$ cat src/rtl/fas_pkg.sv
package fas_pkg;

    typedef enum logic [2:0] {
        ST_IDLE    = 3'd0,
        ST_SEARCH  = 3'd1,
        ST_ARMED   = 3'd2,
        ST_LOCKED  = 3'd3,
        ST_DROP    = 3'd4,
        ST_RESTART = 3'd5
    } fas_state_e;

    typedef struct packed {
        logic ca_gate;   // CA at or above the start level
        logic ca_low;    // CA below the drop level
        logic fe_gate;   // |FE| at or above the FE level
        logic fe_neg;    // FE sign bit
    } fas_flags_t;

    function automatic logic ramp_moves(input fas_state_e s);
        return (s == ST_SEARCH) || (s == ST_ARMED);
    endfunction

    function automatic logic loop_closed(input fas_state_e s);
        return (s == ST_LOCKED) || (s == ST_DROP);
    endfunction

endpackage

$ cat src/rtl/fas_level_cmp.sv
module fas_level_cmp #(
    parameter int DW = 12
) (
    input  logic [DW-1:0]        ca,
    input  logic signed [DW-1:0] fe,
    input  logic [DW-1:0]        ca_start,
    input  logic [DW-1:0]        ca_drop,
    input  logic [DW-1:0]        fe_start,
    output fas_pkg::fas_flags_t  flags
);
    logic [DW-1:0] fe_mag;

    always_comb begin
        fe_mag        = fe[DW-1] ? $unsigned(-fe) : $unsigned(fe);
        flags.ca_gate = (ca >= ca_start);
        flags.ca_low  = (ca < ca_drop);
        flags.fe_gate = (fe_mag >= fe_start);
        flags.fe_neg  = fe[DW-1];
    end
endmodule

$ cat src/rtl/fas_tri_ramp.sv
module fas_tri_ramp #(
    parameter int RW = 12
) (
    input  logic          clk,
    input  logic          rst,
    input  logic          load,
    input  logic          step_en,
    input  logic [RW-1:0] lo,
    input  logic [RW-1:0] height,
    input  logic [RW-1:0] step,
    output logic [RW-1:0] pos
);
    localparam logic [RW:0] TOP = {1'b0, {RW{1'b1}}};

    logic [RW-1:0] pos_q;
    logic          rising_q;
    logic [RW:0]   hi_sum, hi_lim, up_nxt, dn_floor;

    always_comb begin
        hi_sum   = {1'b0, lo} + {1'b0, height};
        hi_lim   = (hi_sum > TOP) ? TOP : hi_sum;
        up_nxt   = {1'b0, pos_q} + {1'b0, step};
        dn_floor = {1'b0, lo} + {1'b0, step};
    end

    always_ff @(posedge clk) begin
        if (rst) begin
            pos_q    <= '0;
            rising_q <= 1'b1;
        end else if (load) begin
            pos_q    <= lo;
            rising_q <= 1'b1;
        end else if (step_en) begin
            if (rising_q) begin
                if (up_nxt >= hi_lim) begin
                    pos_q    <= hi_lim[RW-1:0];
                    rising_q <= 1'b0;
                end else begin
                    pos_q <= up_nxt[RW-1:0];
                end
            end else begin
                if ({1'b0, pos_q} <= dn_floor) begin
                    pos_q    <= lo;
                    rising_q <= 1'b1;
                end else begin
                    pos_q <= pos_q - step;
                end
            end
        end
    end

    assign pos = pos_q;
endmodule

$ cat src/rtl/fas_loss_timer.sv
module fas_loss_timer #(
    parameter int TW = 16
) (
    input  logic          clk,
    input  logic          rst,
    input  logic          run,
    input  logic [TW-1:0] limit,
    output logic          expired
);
    logic [TW-1:0] cnt_q;

    always_ff @(posedge clk) begin
        if (rst || !run) begin
            cnt_q <= '0;
        end else if (cnt_q < limit) begin
            cnt_q <= cnt_q + 1'b1;
        end
    end

    assign expired = run && (cnt_q >= limit);
endmodule

$ cat src/rtl/fas_seq.sv
module fas_seq (
    input  logic                clk,
    input  logic                rst,
    input  logic                sample_vld,
    input  logic                start_req,
    input  fas_pkg::fas_flags_t flags,
    input  logic                expired,
    output fas_pkg::fas_state_e state,
    output logic                fok
);
    import fas_pkg::*;

    fas_state_e st_q;
    logic       fok_q;
    logic       prev_v_q;
    logic       prev_neg_q;

    always_ff @(posedge clk) begin
        if (rst) begin
            st_q       <= ST_IDLE;
            fok_q      <= 1'b0;
            prev_v_q   <= 1'b0;
            prev_neg_q <= 1'b0;
        end else begin
            case (st_q)
                ST_IDLE: begin
                    fok_q <= 1'b0;
                    if (start_req) st_q <= ST_SEARCH;
                end
                ST_SEARCH: begin
                    if (sample_vld) begin
                        fok_q <= flags.ca_gate;
                        if (flags.ca_gate && flags.fe_gate) begin
                            st_q     <= ST_ARMED;
                            prev_v_q <= 1'b0;
                        end
                    end
                end
                ST_ARMED: begin
                    if (sample_vld) begin
                        prev_v_q   <= 1'b1;
                        prev_neg_q <= flags.fe_neg;
                        if (!flags.ca_gate) begin
                            st_q  <= ST_SEARCH;
                            fok_q <= 1'b0;
                        end else if (prev_v_q && (flags.fe_neg != prev_neg_q)) begin
                            st_q <= ST_LOCKED;
                        end
                    end
                end
                ST_LOCKED: begin
                    if (sample_vld && flags.ca_low) begin
                        st_q  <= ST_DROP;
                        fok_q <= 1'b0;
                    end
                end
                ST_DROP: begin
                    if (sample_vld && !flags.ca_low) begin
                        st_q  <= ST_LOCKED;
                        fok_q <= 1'b1;
                    end else if (expired) begin
                        st_q <= ST_RESTART;
                    end
                end
                ST_RESTART: begin
                    fok_q <= 1'b0;
                    st_q  <= ST_SEARCH;
                end
                default: begin
                    st_q  <= ST_IDLE;
                    fok_q <= 1'b0;
                end
            endcase
        end
    end

    assign state = st_q;
    assign fok   = fok_q;
endmodule

$ cat src/rtl/focus_lock_supervisor.sv
module focus_lock_supervisor #(
    parameter int DW = 12,
    parameter int RW = 12,
    parameter int TW = 16
) (
    input  logic                 clk,
    input  logic                 rst,
    input  logic                 sample_vld,
    input  logic [DW-1:0]        ca_sum,
    input  logic signed [DW-1:0] fe_norm,
    input  logic                 start_req,
    input  logic [DW-1:0]        ca_start_lvl,
    input  logic [DW-1:0]        ca_drop_lvl,
    input  logic [DW-1:0]        fe_start_lvl,
    input  logic [RW-1:0]        ramp_offset,
    input  logic [RW-1:0]        ramp_height,
    input  logic [RW-1:0]        ramp_step,
    input  logic [TW-1:0]        loss_limit,
    output logic [RW-1:0]        ramp_out,
    output logic                 pid_enable,
    output logic                 integ_hold,
    output logic                 focus_ok,
    output logic                 laser_on_n
);
    import fas_pkg::*;

    fas_flags_t flags;
    fas_state_e state;
    logic       expired;
    logic       ramp_load;
    logic       ramp_step_en;

    fas_level_cmp #(.DW(DW)) u_cmp (
        .ca       (ca_sum),
        .fe       (fe_norm),
        .ca_start (ca_start_lvl),
        .ca_drop  (ca_drop_lvl),
        .fe_start (fe_start_lvl),
        .flags    (flags)
    );

    fas_seq u_seq (
        .clk        (clk),
        .rst        (rst),
        .sample_vld (sample_vld),
        .start_req  (start_req),
        .flags      (flags),
        .expired    (expired),
        .state      (state),
        .fok        (focus_ok)
    );

    fas_loss_timer #(.TW(TW)) u_timer (
        .clk     (clk),
        .rst     (rst),
        .run     (state == ST_DROP),
        .limit   (loss_limit),
        .expired (expired)
    );

    assign ramp_load    = (state == ST_IDLE) && start_req;
    assign ramp_step_en = sample_vld && ramp_moves(state);

    fas_tri_ramp #(.RW(RW)) u_ramp (
        .clk     (clk),
        .rst     (rst),
        .load    (ramp_load),
        .step_en (ramp_step_en),
        .lo      (ramp_offset),
        .height  (ramp_height),
        .step    (ramp_step),
        .pos     (ramp_out)
    );

    assign pid_enable = loop_closed(state);
    assign integ_hold = (state == ST_DROP);
    assign laser_on_n = (state == ST_IDLE);
endmodule

$ cat config.mk
export PLATFORM = sky130hd
export DESIGN_NAME = focus_lock_supervisor
export DESIGN_NICKNAME = d
export VERILOG_FILES = /design/src/rtl/fas_pkg.sv /design/src/rtl/fas_level_cmp.sv /design/src/rtl/fas_tri_ramp.sv /design/src/rtl/fas_loss_timer.sv /design/src/rtl/fas_seq.sv /design/src/rtl/focus_lock_supervisor.sv
export SDC_FILE = /design/constraint.sdc
export NUM_CORES = 1
export LEC_CHECK = 0
export BUFFER_PORTS_ARGS = -buffer_cell sky130_fd_sc_hd__buf_2
export CAP_MARGIN = 30
export CORE_MARGIN = 5
export CORE_UTILIZATION = 25
export CTS_CLUSTER_SIZE = 10
export DETAILED_ROUTE_END_ITERATION = 8
export REMOVE_ABC_BUFFERS = 1
export SYNTH_ARGS = -nofsm -noshare
export SYNTH_HDL_FRONTEND = slang
export SYNTH_SLANG_ARGS = --single-unit
$ cat constraint.sdc
create_clock -name clk -period 7.24 [get_ports clk]
set_input_delay 0 -clock clk [delete_from_list [all_inputs] [get_ports clk]]
set_output_delay 0 -clock clk [all_outputs]
set_load 0.005 [all_outputs]
## Word level (Yosys, flattened, before mapping)

Index checks and enable logic that the tools add are counted.

| storage, ports and cells | value |
|---|---|
| register bits | 35 |
| bits of input ports | 116 |
| output and inout port bits | 16 |

| operators by class | value |
|---|---|
| add/sub/neg operators | 6 |
| $lt $le $gt $ge | 8 |
| equality and inequality tests | 15 |
| multiplexer cells | 30 |
| reductions and logical operators | 20 |

Operator list:

| cell | count |
|---|---|
| $mux W12 | 6 |
| $add A12 B12 Y13 | 3 |
| $mux W3 | 9 |
| $ge A12 B12 Y1 | 2 |
| $pmux W3 S6 | 1 |
| $add A16 B1 Y16 const B | 1 |
| $ge A16 B16 Y1 | 1 |
| $lt A16 B16 Y1 | 1 |
| $ge A13 B13 Y1 | 1 |
| $gt A13 B12 Y1 const B | 1 |
| $le A12 B13 Y1 | 1 |
| $mux W13 | 1 |
| $lt A12 B12 Y1 | 1 |
| $neg A12 Y12 | 1 |
| $sub A12 B12 Y12 | 1 |
| $mux W1 | 11 |
| $ne A2 B2 Y1 const B | 5 |
| $logic_and A1 B1 Y1 | 7 |
| $reduce_and A7 Y1 | 1 |
| $eq A3 B2 Y1 const B | 2 |
| $eq A3 B3 Y1 const B | 2 |
| $ne A3 B3 Y1 const B | 2 |
| $reduce_and A5 Y1 | 1 |
| $ne A2 B1 Y1 const B | 2 |
| other kinds (11) | 15 |

## Longest topological paths before layout

Gate-level depths: netlist of run 1.

| logic depth | value |
|---|---|
| word-level depth | 8 |
| depth in mapped cells | 21 |
| gate-level depth less buffers | 19 |

## Modules after synthesis

A second synthesis of run 1 with hierarchy kept.

| second synthesis, totals | value |
|---|---|
| cell total of the unflattened synthesis | 847 |
| area, all modules | 6,558.8 um^2 |

By module, submodules not included:

| module | instances | cells each | area each (um^2) |
|---|---|---|---|
| fas_tri_ramp | 1 | 467 | 3,573.4 |
| fas_loss_timer | 1 | 173 | 1,388.8 |
| fas_level_cmp | 1 | 150 | 1,087.3 |
| fas_seq | 1 | 50 | 447.9 |
| focus_lock_supervisor | 1 | 7 | 61.3 |

## Least setup slack after synthesis of run 1

OpenSTA, ideal clock, no wires.

| path | value |
|---|---|
| kind | register -> register |
| start point | register u_ramp.pos_q[4] (netlist: u_ramp.pos[4]) |
| end point | register u_ramp.pos_q[11] (netlist: u_ramp.pos[11]) |
| library setup time | 91 ps |
| arrival | 3,591 ps |
| data required time | 7,149 ps |
| path slack | 3,558 ps |
| cell stages (with the launch flop) | 20 |
| period minus slack after synthesis | 3,682 ps |
| cells stage by stage | dfxtp_1 -> ha_1 -> buf_4 -> nand2b_1 -> a21boi_0 -> nand2_1 -> o41ai_4 -> o21ai_0 -> o21a_1 -> xnor2_1 -> inv_1 -> ha_1 -> nand2_1 -> o21ai_0 -> nor3_1 -> o21ai_0 -> nand2_1 -> clkbuf_1 -> and3b_1 -> a311oi_1 |

| on the way | value |
|---|---|
| longest elaborated chain between the ends | 6 |
| elaborated cells between the ends (all ways) | 9 |
| those cells by class | add/sub: 2; order compare: 2; mux: 5 |

RTL lines:

| item | RTL line | text |
|---|---|---|
| from (decl) | fas_tri_ramp.sv:15 | `logic [RW-1:0] pos_q;` |
| from (signal assigned) | fas_tri_ramp.sv:31 | `pos_q <= lo;` |
| from (signal assigned) | fas_tri_ramp.sv:36 | `pos_q <= hi_lim[RW-1:0];` |
| from (signal assigned) | fas_tri_ramp.sv:39 | `pos_q <= up_nxt[RW-1:0];` |
| $add A12 B12 Y13 | fas_tri_ramp.sv:22 | `up_nxt = {1'b0, pos_q} + {1'b0, step};` |
| $ge A13 B13 Y1 | fas_tri_ramp.sv:35 | `if (up_nxt >= hi_lim) begin` |
| $mux W12 | fas_tri_ramp.sv:35 |  |
| $mux W12 * | fas_tri_ramp.sv:34 | `if (rising_q) begin` |
| $mux W12 * | fas_tri_ramp.sv:33 | `end else if (step_en) begin` |
| $mux W12 * | fas_tri_ramp.sv:30 | `end else if (load) begin` |

Every way passes the cells marked *; elsewhere a longest branch is shown, timed or not. The select of a mux whose other input is x is not followed.
A chain may end at the register's enable or synchronous reset.

## Final worst setup path of run 1

| path | value |
|---|---|
| start point | register u_ramp.pos_q[4] (netlist: u_ramp.pos[4]) |
| end point | register u_ramp.pos_q[7] (netlist: u_ramp.pos[7]) |

The elaborated chain is that of the path after synthesis.

==> impl_results.md, run 1 <==
* Status: finished clean
* RSZ-0062 raised after global routing: no
* Clock Path Buffers at 2
* Combinational power share at 68.5%
* Die ar. at 28100 sq um
* Avg Cell Area, Syn at 7.47 sq um
* Synthesis-to-layout area growth at 18.3%
* Final WL at 19000 um
* Path category of the worst min-delay check: in2reg
* DR vias at 6284
* # port buffers at 131
* Worst-path clk slew at 0.06 ns
* Setup TNS at 0 ns
* Post-synthesis register bit count at 35
* Crit path kind: reg2reg
* PwrDens at 230 nW/um^2
* CTS H-tree depth at 2
* Fillers at 2683
* Largest net degree at the start of global routing at 22
* Antenna violations before repair at 0
* Setup-failing EPs final at 0
* GP Congestion at 0.878
* Synth warn at 0
* DP Area at 7200 sq um
* Die height at 168 um
* Netlist Area Pre-Place at 6220 sq um
* Wire per inst at 14.9 um
* Area of the multi-input gates at 5070 sq um
* Internal Power at 877 uW
* Tightest Pin Transition at 0.909 ns
* Post-DP HPWL at 16100 um
* Flop pwr share at 17.1%
* Switching share of power at 48.3%
* Static Leak at 0.00357 uW
* Critical path peak fanout at 17
* Placed Cells at 1267
* Final Slew Violations at 0
* Synth unique cells at 70
* Maxcap violations at 0
* # clock sinks at 35
* Ratio of cells with drive above 1 in the final layout at 16.8%
* Largest cells by area after synthesis: ha_1 (25%), dfxtp_1 (11%), inv_1 (5.7%)
* Starting density of the core at 25.5%
* Core Area at 24400 sq um
* Final hold violation count at 0
* Register Area at 701 sq um
* Post-synth top cells: ha_1 (125), inv_1 (94), a21oi_1 (64), nor2_1 (59), nand2_1 (57)
* Worst path arrival time at 4.66 ns
* VDD IR-drop max at 109 uV
* Detailed-router iteration count before antenna repair at 5
* Sequential element share of the synthesized area at 11.3%
* Clk_lat worst skew at 0.28 ns
* Global-route usage over all layers at 13.0%
* Site Rows at 57
* Crit start category: register
* Nets@finish at 1195
* First-pass GRT wire length at 30400 um
* Routed length on met3 at 776 um
* Grt ovf at 0
* Die W at 168 um
* Setup bufs post-CTS at 0
* Gates resized, CTS repair at 0
* Fin cells at 1274
* Final antenna diode count at 0
* CTS tree: built
* Clock power share at 14.4%
* Ys flop type: dfxtp_1
* Top cell type's share of synthesized area at 25.2%
* I/O pin count at 132
* Critical path required time at 7.40 ns
* DRT met1 WL at 8760 um
* Clk root buf: clkbuf_16
* Via density at 4.93
* WL met2 at 9080 um
* Initial drt markers at 337
* Cell area after layout at 7350 sq um
* Vias in the first global route at 6075
* CTS Hold Bufs at 0
* Post-synth ARST share at 0%
* DR DRC count at 0
* Post-synth EDFFs at 0
* Min cycle time layout at 4.50 ns
* Final Skew at 0.00956 ns
* Antenna Nets Post-Route at 0
* TritonCTS Buffers at 5
* Max layer used: met4
* Post-Syn Instances at 832
* Final period util at 62.1%
* Area leader, netlist: ha_1
* Sw Pwr at 818 uW
* Fmax at 222 MHz
* Worst rel slew slack at 39.1%
* Most frequent cell after synthesis: ha_1
* Critical Path Sink Type: register
power groups by stage:
stage | clock (uW) | sequential, uW | combinational, uW
floorplan | 0 | 271 | 824
detailed placement | 0 | 293 | 1150
finish | 245 | 289 | 1160
global route | 262 | 295 | 1300
CTS | 252 | 289 | 1160
global placement | 0 | 293 | 1140
path summary, 6_finish.rpt:
path / start / to / slack, ns / depth (start not counted)
worst max-delay path: u_ramp.pos[4]$_SDFFE_PP0P_ / u_ramp.pos[7]$_SDFFE_PP0P_ / 2.74 / 18
worst min-delay path: ramp_offset[0] / u_ramp.pos[0]$_SDFFE_PP0P_ / 0.05 / 3
worst max register to register: u_ramp.pos[4]$_SDFFE_PP0P_ / u_ramp.pos[7]$_SDFFE_PP0P_ / 2.74 / 18
worst min register to register: u_seq.prev_v_q$_SDFFE_PP0P_ / u_seq.prev_v_q$_SDFFE_PP0P_ / 0.47 / 2
final cells by class:
class / instances / area share [%]
clock buffers: 6 / 1.75
well taps: 324 / 5.51
flip-flops and latches: 35 / 9.53
multi-input cells: 682 / 69.0
clock inverters: 1 / 0.408
inverters: 94 / 4.80
repair buffers: 132 / 9.02
state kept, by name (all words and copies together), names as in the netlist:
name,flops
u_timer.cnt_q,16
u_ramp.pos,12
u_seq.state,3
u_ramp.rising_q,1
u_seq.fok,1
u_seq.prev_neg_q,1
u_seq.prev_v_q,1
kinds of logic after synthesis:
logic type | share of synthesized area (%)
simple gates | 22.1
compound gates | 22.8
fa+ha+maj | 26.6
buf+inv | 7.11
xor+xnor | 7.33
flops | 11.3
mux | 2.70
other cells | 0.0603
cells in the final DEF (no fill, tap or decap), types with 10 or more instances in the layout:
cell / Yosys / layout
nor3_1: 30 / 30
a21o_1: 11 / 11
dfxtp_1: 35 / 35
xnor2_1: 36 / 36
nor2b_1: 15 / 15
buf_2: 5 / 131
xor2_1: 16 / 16
a31oi_1: 11 / 11
o21a_1: 14 / 14
nand4_1: 17 / 17
o21ai_0: 44 / 44
nor2_1: 59 / 59
ha_1: 125 / 125
mux2i_1: 10 / 10
a21oi_1: 64 / 64
nand2_1: 57 / 57
inv_1: 94 / 94
or3_1: 18 / 18
nand3_1: 19 / 19
o22ai_1: 11 / 11
layer usage:
metal  GRT usage, %  up-vias
met5              0        -
met1           17.3     2875
met3           1.44       20
li1               -     3234
met4           3.39        0
met2           22.6      155
through the flow:
stage               total power (uW)  worst slack, ns  hold slack [ns]  util [%]
floorplan                       1090             3.46           0.0691         -
global placement                1430             2.94            0.343      29.5
detailed placement              1440             2.87            0.340      29.5
CTS                             1700             2.82           0.0449      30.2
global route                    1860             2.30           0.0571      30.2
finish                          1690             2.74           0.0490      30.2
worst max-delay path, cell delays in order (launching register included):
cell       delay, ns
dfxtp_1         0.36
ha_1            0.49
nand2b_1        0.17
a21boi_0        0.25
nand2_1         0.14
o41ai_4         0.33
o21ai_0         0.13
o21a_1          0.13
xnor2_1         0.20
inv_1           0.07
ha_1            0.30
nand2_1         0.05
o21ai_0         0.30
a41oi_1         0.08
nor2_1          0.20
nand2_1         0.44
mux2i_1         0.30
nor2_1          0.06
a2111oi_0       0.38
Power figures use the tool's default switching activity.
==> inputs of run 2 (changes only) <==
clock period = 4.37 ns   (was 7.24 ns; I/O delays follow)
==> run 2 against run 1 <==
Sequential power grew 57%. Critical path type unchanged. Clock-buffer cell count fell by 1. Combinational power rose by 70%.
==> impl_results.md, run 2 (synthesized netlist as in run 1, its figures left out) <==
* Status: finished clean (unchanged)
* Die W at 168 um (unchanged)
* Clock Path Buffers at 2 (unchanged)
* DP Area at 7260 sq um (was 7200 sq um)
* Clk root buf: clkbuf_16 (unchanged)
* DR vias at 6247 (was 6284)
* Via density at 4.87 (was 4.93)
* DR DRC count at 0 (unchanged)
* Clk_lat worst skew at 0.29 ns (was 0.28 ns)
* # port buffers at 131 (unchanged)
* Vias in the first global route at 6105 (was 6075)
* Setup bufs post-CTS at 0 (unchanged)
* Crit path kind: reg2reg (unchanged)
* Min cycle time layout at 4.02 ns (was 4.50 ns)
* First-pass GRT wire length at 29600 um (was 30400 um)
* Cell area after layout at 7410 sq um (was 7350 sq um)
* Fmax at 249 MHz (was 222 MHz)
* Site Rows at 57 (unchanged)
* Crit start category: register (unchanged)
* Initial drt markers at 281 (was 337)
* Final Slew Violations at 0 (unchanged)
* Area of the multi-input gates at 5080 sq um (was 5070 sq um)
* Path category of the worst min-delay check: in2reg (unchanged)
* Final Skew at 0.0142 ns (was 0.00956 ns)
* Static Leak at 0.00360 uW (was 0.00357 uW)
* CTS Hold Bufs at 0 (unchanged)
* CTS H-tree depth at 2 (unchanged)
* Worst rel slew slack at 52.6% (was 39.1%)
* Critical path required time at 4.52 ns (was 7.40 ns)
* Critical path peak fanout at 13 (was 17)
* Commonest cells after routing, fill and taps aside: buf_2 (131), ha_1 (125), inv_1 (94) (unchanged)
* Antenna violations before repair at 1 (was 0)
* Grt ovf at 0 (unchanged)
* Die ar. at 28100 sq um (unchanged)
* Final period util at 91.9% (was 62.1%)
* Critical Path Sink Type: register (unchanged)
* # clock sinks at 35 (unchanged)
* RSZ-0062 raised after global routing: no (unchanged)
* Antenna Nets Post-Route at 0 (unchanged)
* PwrDens at 377 nW/um^2 (was 230 nW/um^2)
* Register Area at 701 sq um (unchanged)
* Nets@finish at 1203 (was 1195)
* CTS tree: built (unchanged)
* Setup-failing EPs final at 0 (unchanged)
* Largest net degree at the start of global routing at 22 (unchanged)
* Fillers at 2677 (was 2683)
* Final hold violation count at 0 (unchanged)
* Setup TNS at 0 ns (unchanged)
* Worst path arrival time at 4.17 ns (was 4.66 ns)
* Die height at 168 um (unchanged)
* Tightest Pin Transition at 0.692 ns (was 0.909 ns)
* Global-route usage over all layers at 12.6% (was 13.0%)
* Detailed-router iteration count before antenna repair at 5 (unchanged)
* GP Congestion at 0.870 (was 0.878)
* Synthesis-to-layout area growth at 19.1% (was 18.3%)
* Post-DP HPWL at 16100 um (about the same)
* Final WL at 18500 um (was 19000 um)
* Reg with most FFs: u_timer.cnt_q (unchanged)
* Wire per inst at 14.4 um (was 14.9 um)
* Ratio of cells with drive above 1 in the final layout at 17.8% (was 16.8%)
* I/O pin count at 132 (unchanged)
* VDD IR-drop max at 161 uV (was 109 uV)
* Starting density of the core at 25.5% (unchanged)
* Maxcap violations at 0 (unchanged)
* Max FFs per register at 16 (unchanged)
* Most common cell after layout, fill and taps aside: buf_2 (unchanged)
* Worst-path clk slew at 0.07 ns (was 0.06 ns)
* TritonCTS Buffers at 5 (unchanged)
* Fin worst setup slack at 0.354 ns (was 2.74 ns)
* Core Area at 24400 sq um (unchanged)
* Pre-CTS setup slack at 0.210 ns (was 2.87 ns)
run 2: per-stage QoR:
step / cells / hold slack, ns / utilization (%) / total power [uW]
final: 1284 / 0.0452 / 30.4 / 2790
after global routing: 1284 / 0.0727 / 30.4 / 3050
after CTS: 1283 / 0.0368 / 30.3 / 2790
after floorplan: 811 / 0.0691 / - / 1810
after global placement: 1275 / 0.335 / 29.7 / 2400
after detailed placement: 1275 / 0.344 / 29.7 / 2410
run 2: layer usage:
metal,wire [um],vias to the layer above,GRT usage [%]
li1,-,3247,-
met1,8600,2822,16.7
met2,8660,151,21.8
met3,799,27,1.06
met4,481,0,3.56
met5,0,-,0
run 2: area by class of cell:
cell class,count,share of cell area (%)
Clock buffer,5,1.69
Multi-Input combinational cell,682,68.5
Timing Repair Buffer,140,9.77
Tap cell,324,5.47
Inverter,94,4.76
Antenna cell,1,0.0338
Sequential cell,35,9.46
Clock inverter,3,0.270
run 2: power breakdown:
| group | leakage [uW] | switching (uW) | total (uW) | internal, uW |
|---|---|---|---|---|
| logic | 0.00324 | 1130 | 1970 | 845 |
| clock network | 0.0000658 | 151 | 362 | 210 |
| registers | 0.000285 | 77.4 | 453 | 376 |
run 2: worst paths after layout:
check                                     start                            end  slack (ns)  depth (start not counted)
setup / recovery     u_ramp.pos[0]$_SDFFE_PP0P_     u_ramp.pos[7]$_SDFFE_PP0P_        0.35                         17
hold / removal                   ramp_offset[4]     u_ramp.pos[4]$_SDFFE_PP0P_        0.05                          3
hold reg to reg   u_seq.prev_neg_q$_SDFFE_PP0P_  u_seq.prev_neg_q$_SDFFE_PP0P_        0.47                          2
setup reg to reg     u_ramp.pos[0]$_SDFFE_PP0P_     u_ramp.pos[7]$_SDFFE_PP0P_        0.35                         17
run 2: repair_timing:
action / CTS / global route
endpoints found under the hold margin: 0 / 0
setup endpoints to repair: 0 / 11
resized for setup: 0 / 3
run 2: worst max-delay path, cell delays in order, from the launching register on:
cell	delay [ns]
dfxtp_1	0.34
ha_1	0.21
fa_1	0.40
nor2b_1	0.16
o21a_1	0.20
nor3_1	0.22
o31ai_1	0.09
a21o_1	0.21
xnor2_1	0.23
ha_1	0.29
a21oi_1	0.15
o21ai_1	0.13
nor3_1	0.13
o21ai_0	0.17
nand2_2	0.28
mux2i_1	0.23
nor2_1	0.05
a2111oi_0	0.39
